==> src/rtl/irq_pkg.sv <==
package irq_pkg;
  typedef enum logic [1:0] {
    SENSE_LOW  = 2'b00,
    SENSE_ANY  = 2'b01,
    SENSE_FALL = 2'b10,
    SENSE_RISE = 2'b11
  } senseMode_t;

  typedef struct packed {
    logic setExt;
    logic clrExt;
    logic setChg;
    logic clrChg;
  } irqStrobes_t;
endpackage

==> src/rtl/irq_datapath.sv <==
module irq_datapath
  import irq_pkg::*;
#(
  parameter int NUM_CHG = 4,
  parameter int SYNC_STAGES = 2
) (
  input  logic               clk,
  input  logic               rstN,
  input  logic               pinExt,
  input  logic [NUM_CHG-1:0] pinChg,
  input  logic [NUM_CHG-1:0] chgMask,
  input  irqStrobes_t        strobes,
  output logic               extSync,
  output logic               extRise,
  output logic               extFall,
  output logic               chgHit,
  output logic               chgLive,
  output logic               extFlag,
  output logic               chgFlag
);
  localparam int LAST = SYNC_STAGES - 1;

  logic [SYNC_STAGES-1:0] extPipe;
  logic                   extPrev;
  logic [NUM_CHG-1:0]     chgPipe [SYNC_STAGES];
  logic [NUM_CHG-1:0]     chgPrev;

  // The dedicated pin idles high; the pin-change inputs are taken as low at reset.
  always_ff @(posedge clk or negedge rstN) begin
    if (!rstN) begin
      extPipe <= '1;
      extPrev <= 1'b1;
    end else begin
      extPipe <= {extPipe[SYNC_STAGES-2:0], pinExt};
      extPrev <= extPipe[LAST];
    end
  end

  for (genvar s = 0; s < SYNC_STAGES; s++) begin : g_chgSync
    always_ff @(posedge clk or negedge rstN) begin
      if (!rstN) chgPipe[s] <= '0;
      else if (s == 0) chgPipe[s] <= pinChg;
      else chgPipe[s] <= chgPipe[(s == 0) ? 0 : s-1];
    end
  end

  always_ff @(posedge clk or negedge rstN) begin
    if (!rstN) chgPrev <= '0;
    else chgPrev <= chgPipe[LAST];
  end

  assign extSync = extPipe[LAST];
  assign extRise = extSync & ~extPrev;
  assign extFall = ~extSync & extPrev;
  assign chgHit  = |((chgPipe[LAST] ^ chgPrev) & chgMask);
  assign chgLive = |((pinChg ^ chgPrev) & chgMask);

  always_ff @(posedge clk or negedge rstN) begin
    if (!rstN) begin
      extFlag <= 1'b0;
      chgFlag <= 1'b0;
    end else begin
      if (strobes.setExt) extFlag <= 1'b1;
      else if (strobes.clrExt) extFlag <= 1'b0;
      if (strobes.setChg) chgFlag <= 1'b1;
      else if (strobes.clrChg) chgFlag <= 1'b0;
    end
  end


  clr_ext_chk: assert property (@(posedge clk) disable iff (!rstN)
    (strobes.clrExt && !strobes.setExt) |=> !extFlag);

  clr_chg_chk: assert property (@(posedge clk) disable iff (!rstN)
    (strobes.clrChg && !strobes.setChg) |=> !chgFlag);

  set_ext_chk: assert property (@(posedge clk) disable iff (!rstN)
    strobes.setExt |=> extFlag);

  set_chg_chk: assert property (@(posedge clk) disable iff (!rstN)
    strobes.setChg |=> chgFlag);
endmodule

==> src/rtl/irq_control.sv <==
module irq_control
  import irq_pkg::*;
(
  input  logic        clk,
  input  logic        rstN,
  input  logic        ioClkEn,
  input  logic        startupDone,
  input  logic        pinExt,
  input  logic [1:0]  senseCtl,
  input  logic        extEn,
  input  logic        chgEn,
  input  logic        globalEn,
  input  logic        clrExtFlag,
  input  logic        clrChgFlag,
  input  logic        extSync,
  input  logic        extRise,
  input  logic        extFall,
  input  logic        chgHit,
  input  logic        chgLive,
  input  logic        extFlag,
  input  logic        chgFlag,
  output irqStrobes_t strobes,
  output logic        extReq,
  output logic        chgReq,
  output logic        wakeReq
);
  senseMode_t mode;
  logic       edgeSeen;
  logic       awaitStart;
  logic       levelMode;

  assign mode      = senseMode_t'(senseCtl);
  assign levelMode = (mode == SENSE_LOW);

  always_comb begin
    unique case (mode)
      SENSE_ANY:  edgeSeen = extRise | extFall;
      SENSE_FALL: edgeSeen = extFall;
      SENSE_RISE: edgeSeen = extRise;
      default:    edgeSeen = 1'b0;
    endcase
  end

  always_comb begin
    strobes.setExt = ioClkEn & edgeSeen;
    strobes.clrExt = clrExtFlag;
    strobes.setChg = chgHit;
    strobes.clrChg = clrChgFlag;
  end

  always_ff @(posedge clk or negedge rstN) begin
    if (!rstN) awaitStart <= 1'b0;
    else if (startupDone) awaitStart <= 1'b0;
    else if (!ioClkEn) awaitStart <= 1'b1;
  end

  assign extReq = globalEn & extEn &
                  (levelMode ? (~extSync & ~awaitStart) : extFlag);
  assign chgReq = globalEn & chgEn & chgFlag;
  assign wakeReq = (extEn & levelMode & ~pinExt)
                 | (extEn & extFlag)
                 | (chgEn & (chgLive | chgFlag));


  ext_gate_chk: assert property (@(posedge clk) disable iff (!rstN)
    extReq |-> (globalEn && extEn));

  chg_gate_chk: assert property (@(posedge clk) disable iff (!rstN)
    chgReq |-> (globalEn && chgEn && chgFlag));

  clk_gate_chk: assert property (@(posedge clk) disable iff (!rstN)
    (!ioClkEn && !extFlag) |=> !extFlag);

  hold_off_chk: assert property (@(posedge clk) disable iff (!rstN)
    (awaitStart && levelMode) |-> !extReq);

  level_flag_chk: assert property (@(posedge clk) disable iff (!rstN)
    (levelMode && !extFlag) |=> !extFlag);
endmodule

==> src/rtl/ext_irq_ctrl.sv <==
module ext_irq_ctrl
  import irq_pkg::*;
#(
  parameter int NUM_CHG = 4,
  parameter int SYNC_STAGES = 2
) (
  input  logic               clk,
  input  logic               rstN,
  input  logic               ioClkEn,
  input  logic               startupDone,
  input  logic               pinExt,
  input  logic [NUM_CHG-1:0] pinChg,
  input  logic [1:0]         senseCtl,
  input  logic [NUM_CHG-1:0] chgMask,
  input  logic               extEn,
  input  logic               chgEn,
  input  logic               globalEn,
  input  logic               clrExtFlag,
  input  logic               clrChgFlag,
  output logic               extFlag,
  output logic               chgFlag,
  output logic               extReq,
  output logic               chgReq,
  output logic               wakeReq
);
  irqStrobes_t strobes;
  logic extSync, extRise, extFall, chgHit, chgLive;

  irq_datapath #(.NUM_CHG(NUM_CHG), .SYNC_STAGES(SYNC_STAGES)) u_dp (
    .clk(clk), .rstN(rstN), .pinExt(pinExt), .pinChg(pinChg),
    .chgMask(chgMask), .strobes(strobes), .extSync(extSync),
    .extRise(extRise), .extFall(extFall), .chgHit(chgHit),
    .chgLive(chgLive), .extFlag(extFlag), .chgFlag(chgFlag)
  );

  irq_control u_ctl (
    .clk(clk), .rstN(rstN), .ioClkEn(ioClkEn), .startupDone(startupDone),
    .pinExt(pinExt), .senseCtl(senseCtl), .extEn(extEn), .chgEn(chgEn),
    .globalEn(globalEn), .clrExtFlag(clrExtFlag), .clrChgFlag(clrChgFlag),
    .extSync(extSync), .extRise(extRise), .extFall(extFall),
    .chgHit(chgHit), .chgLive(chgLive), .extFlag(extFlag),
    .chgFlag(chgFlag), .strobes(strobes), .extReq(extReq),
    .chgReq(chgReq), .wakeReq(wakeReq)
  );
endmodule

==> config.mk <==
export PLATFORM = sky130hd
export DESIGN_NAME = ext_irq_ctrl
export DESIGN_NICKNAME = d
export VERILOG_FILES = /design/src/rtl/irq_pkg.sv /design/src/rtl/irq_datapath.sv /design/src/rtl/irq_control.sv /design/src/rtl/ext_irq_ctrl.sv
export SDC_FILE = /design/constraint.sdc
export NUM_CORES = 1
export LEC_CHECK = 0
export ABC_AREA = 1
export ABC_CLOCK_PERIOD_IN_PS = 1950
export BUFFER_PORTS_ARGS = -buffer_cell sky130_fd_sc_hd__buf_2
export CELL_PAD_IN_SITES_DETAIL_PLACEMENT = 0
export CELL_PAD_IN_SITES_GLOBAL_PLACEMENT = 1
export CORE_MARGIN = 4
export CORE_UTILIZATION = 37
export DETAILED_ROUTE_END_ITERATION = 6
export PLACE_DENSITY_LB_ADDON = 0.1
export SETUP_SLACK_MARGIN = 0.5
export SLEW_MARGIN = 25
export SYNTH_ARGS = -nofsm -noshare
export SYNTH_HDL_FRONTEND = slang
export SYNTH_HIERARCHICAL = 1
export SYNTH_SLANG_ARGS = --single-unit
==> constraint.sdc <==
create_clock -name clk -period 1.95 [get_ports clk]
set_input_delay 0.39 -clock clk [delete_from_list [all_inputs] [get_ports clk]]
set_output_delay 0.39 -clock clk [all_outputs]
set_load 0.05 [all_outputs]
==> metrics.txt <==
PD cells 755 nW/um^2; Area growth syn-to-layout 29.9%; Num CTS Buffers 3; total track usage 11.6%; CP Launch Type flip-flop; first-pass GRT wire length 2.35 mm; Post-route DRC 0; slew margin rel. 74.3%; clk slew on worst S/H paths 100 ps; r2r worst-path depth 8; share of layout cells above drive strength 1 32.8%; HP Class in -> async; YS warnings 6; drt via density 4.18; RePlAce Congestion 0.606; final net count 143; commonest non-fill, non-tap cell in the layout nand2_1; Post-Route Skew 2.58 ps; flops & latches, synth 18; total wire length 1.44 mm; DRT Pass-1 Iters 4; status completed; Antenna Violating Nets Remaining 0; total grt overflow 0; Fin Setup TNS 0 ps; final antenna diode count 0; die height 53.9 um; Setup CP Type reg -> out; period utilization 91.4%; final hold viol count 0; # fillers 208; reg-to-reg slack, setup 820 ps; vias in the first global route 560; wire per inst 9.67 um; clock tree buffer depth 2; initial antenna violation count 0; Peak VDD IR 548 uV; RSZ-0062 raised after global routing true; die width 53.9 um; Data arrival, critical path 1390 ps; commonest cells after routing, fill and taps aside nand2_1, buf_2, inv_1, dfrtp_1, nor2_1; reg-to-reg startpoint u_dp/extPipe[1]; synthesized instance count 95; CP endpoint kind primary output; Sink Count 18; drt first-iter violations 3; Skew-Pair Late Insertion Delay 280 ps; Initial Utilization 39.3%; sequential share of the synthesized area 58.4%; Critical Path RT 1560 ps; fin. max-slew vios 0; Syn Area/Cell 8.19 um^2; HPWL after DPL 1.09 mm; R2R Path End u_dp/extFlag; Top Ports 25; IO Port Bufs 24; leakage 0.564 nW; fin util 51.0%; setup violators final 0; TritonCTS clock tree yes; vias after detailed routing 623; core area 1980 um^2; max cap viols 0; min cycle time layout 1780 ps; # hold bufs at CTS 0; Post-Syn Nets 115; synthesized area 778 um^2; Die Area 2900 um^2; CTS Root Cell clkbuf_4; Worst Path Max Fanout 3; H-tree depth 1; fmax 561 MHz; post-synth cell types 12; Cell Rows 16; largest net degree at the start of global routing 19; worst slew pin tran 385 ps
==> per-layer routing <==
layer / part of all wire (%) / vias up / global-route usage (%)
met4: 1.2 / 0 / 3.83
met1: 41 / 275 / 14.0
met5: 0 / - / 0
met2: 52 / 12 / 18.5
met3: 5.5 / 2 / 4.99
li1: - / 334 / -
==> stage by stage <==
step	worst slack (ps)	instances	cell area (um^2)	hold slack (ps)	total power, mW
detailed placement	320	143	923	335	0.536
global route	27.9	149	1010	21.4	0.818
CTS	146	148	992	16.8	0.771
finish	168	149	1010	10.8	0.763
floorplan	415	95	792	94.4	0.493
global placement	329	143	923	334	0.534
==> cell usage after synthesis <==
master	number	area [um^2]
a21oi_1	1	5.00
and3_1	1	6.26
buf_4	3	22.5
dfrtp_1	15	375
dfstp_2	3	78.8
inv_1	17	63.8
nand2_1	30	113
nand3_1	5	25.0
nand3b_1	1	7.51
nor2_1	15	56.3
o21ai_0	2	10.0
o21bai_1	2	15.0
==> where the power goes <==
| part | internal [mW] | switching (mW) |
|---|---|---|
| Clock | 0.114 | 0.107 |
| Combinational | 0.0525 | 0.0800 |
| Sequential | 0.396 | 0.0136 |
| Total | 0.562 | 0.201 |
==> registers in the layout, indices dropped and copies added (netlist names) <==
signal,flops
u_ctl/awaitStart,1
u_dp/chgFlag,1
u_dp/chgPipe,8
u_dp/chgPrev,4
u_dp/extFlag,1
u_dp/extPipe,2
u_dp/extPrev,1
==> repair_timing <==
item                                    4_1_cts  5_1_grt
buffers inserted                              1        1
resized for setup                             8        5
endpoints found under the setup margin        3        3
pin swaps                                     1        2
==> worst max-delay path by stage <==
stage	slack, ps	depth (start not counted)	end	from
3_3_place_gp	330	10	wakeReq	pinChg[0]
5_1_grt	30	9	wakeReq	u_dp/chgPrev[0]
2_1_floorplan	420	4	extReq	u_dp/extFlag
6_report	170	9	wakeReq	u_dp/chgPrev[2]
4_1_cts	150	9	wakeReq	u_dp/chgPrev[2]
3_5_place_dp	320	10	wakeReq	pinChg[0]
==> area by class of cell <==
cell class | instances | area [um^2] | area share (%)
timing repair buffer | 26 | 161 | 16.0
clock buffer | 4 | 36.3 | 3.59
inverter | 17 | 63.8 | 6.31
multi-input combinational | 57 | 262 | 25.9
tap | 27 | 33.8 | 3.34
sequential | 18 | 454 | 44.9
==> cell families after synthesis <==
group                  count (synthesis)  share of synthesized area (%)
DFF                                   18                           58.4
and+or+nand+nor                       52                           26.7
buffers and inverters                 20                           11.1
AOI/OAI and AO/OA                      5                           3.86
==> critical path, stage by stage, from the launching register on <==
cell and delay, ps:
dfrtp_1 410, inv_1 80, nand2_1 50, nand3_1 60
nand2_1 60, inv_1 50, nand2_1 50, o21ai_2 120
nand3_2 70, buf_6 150
Note: power is estimated with default switching activity, not from simulation.
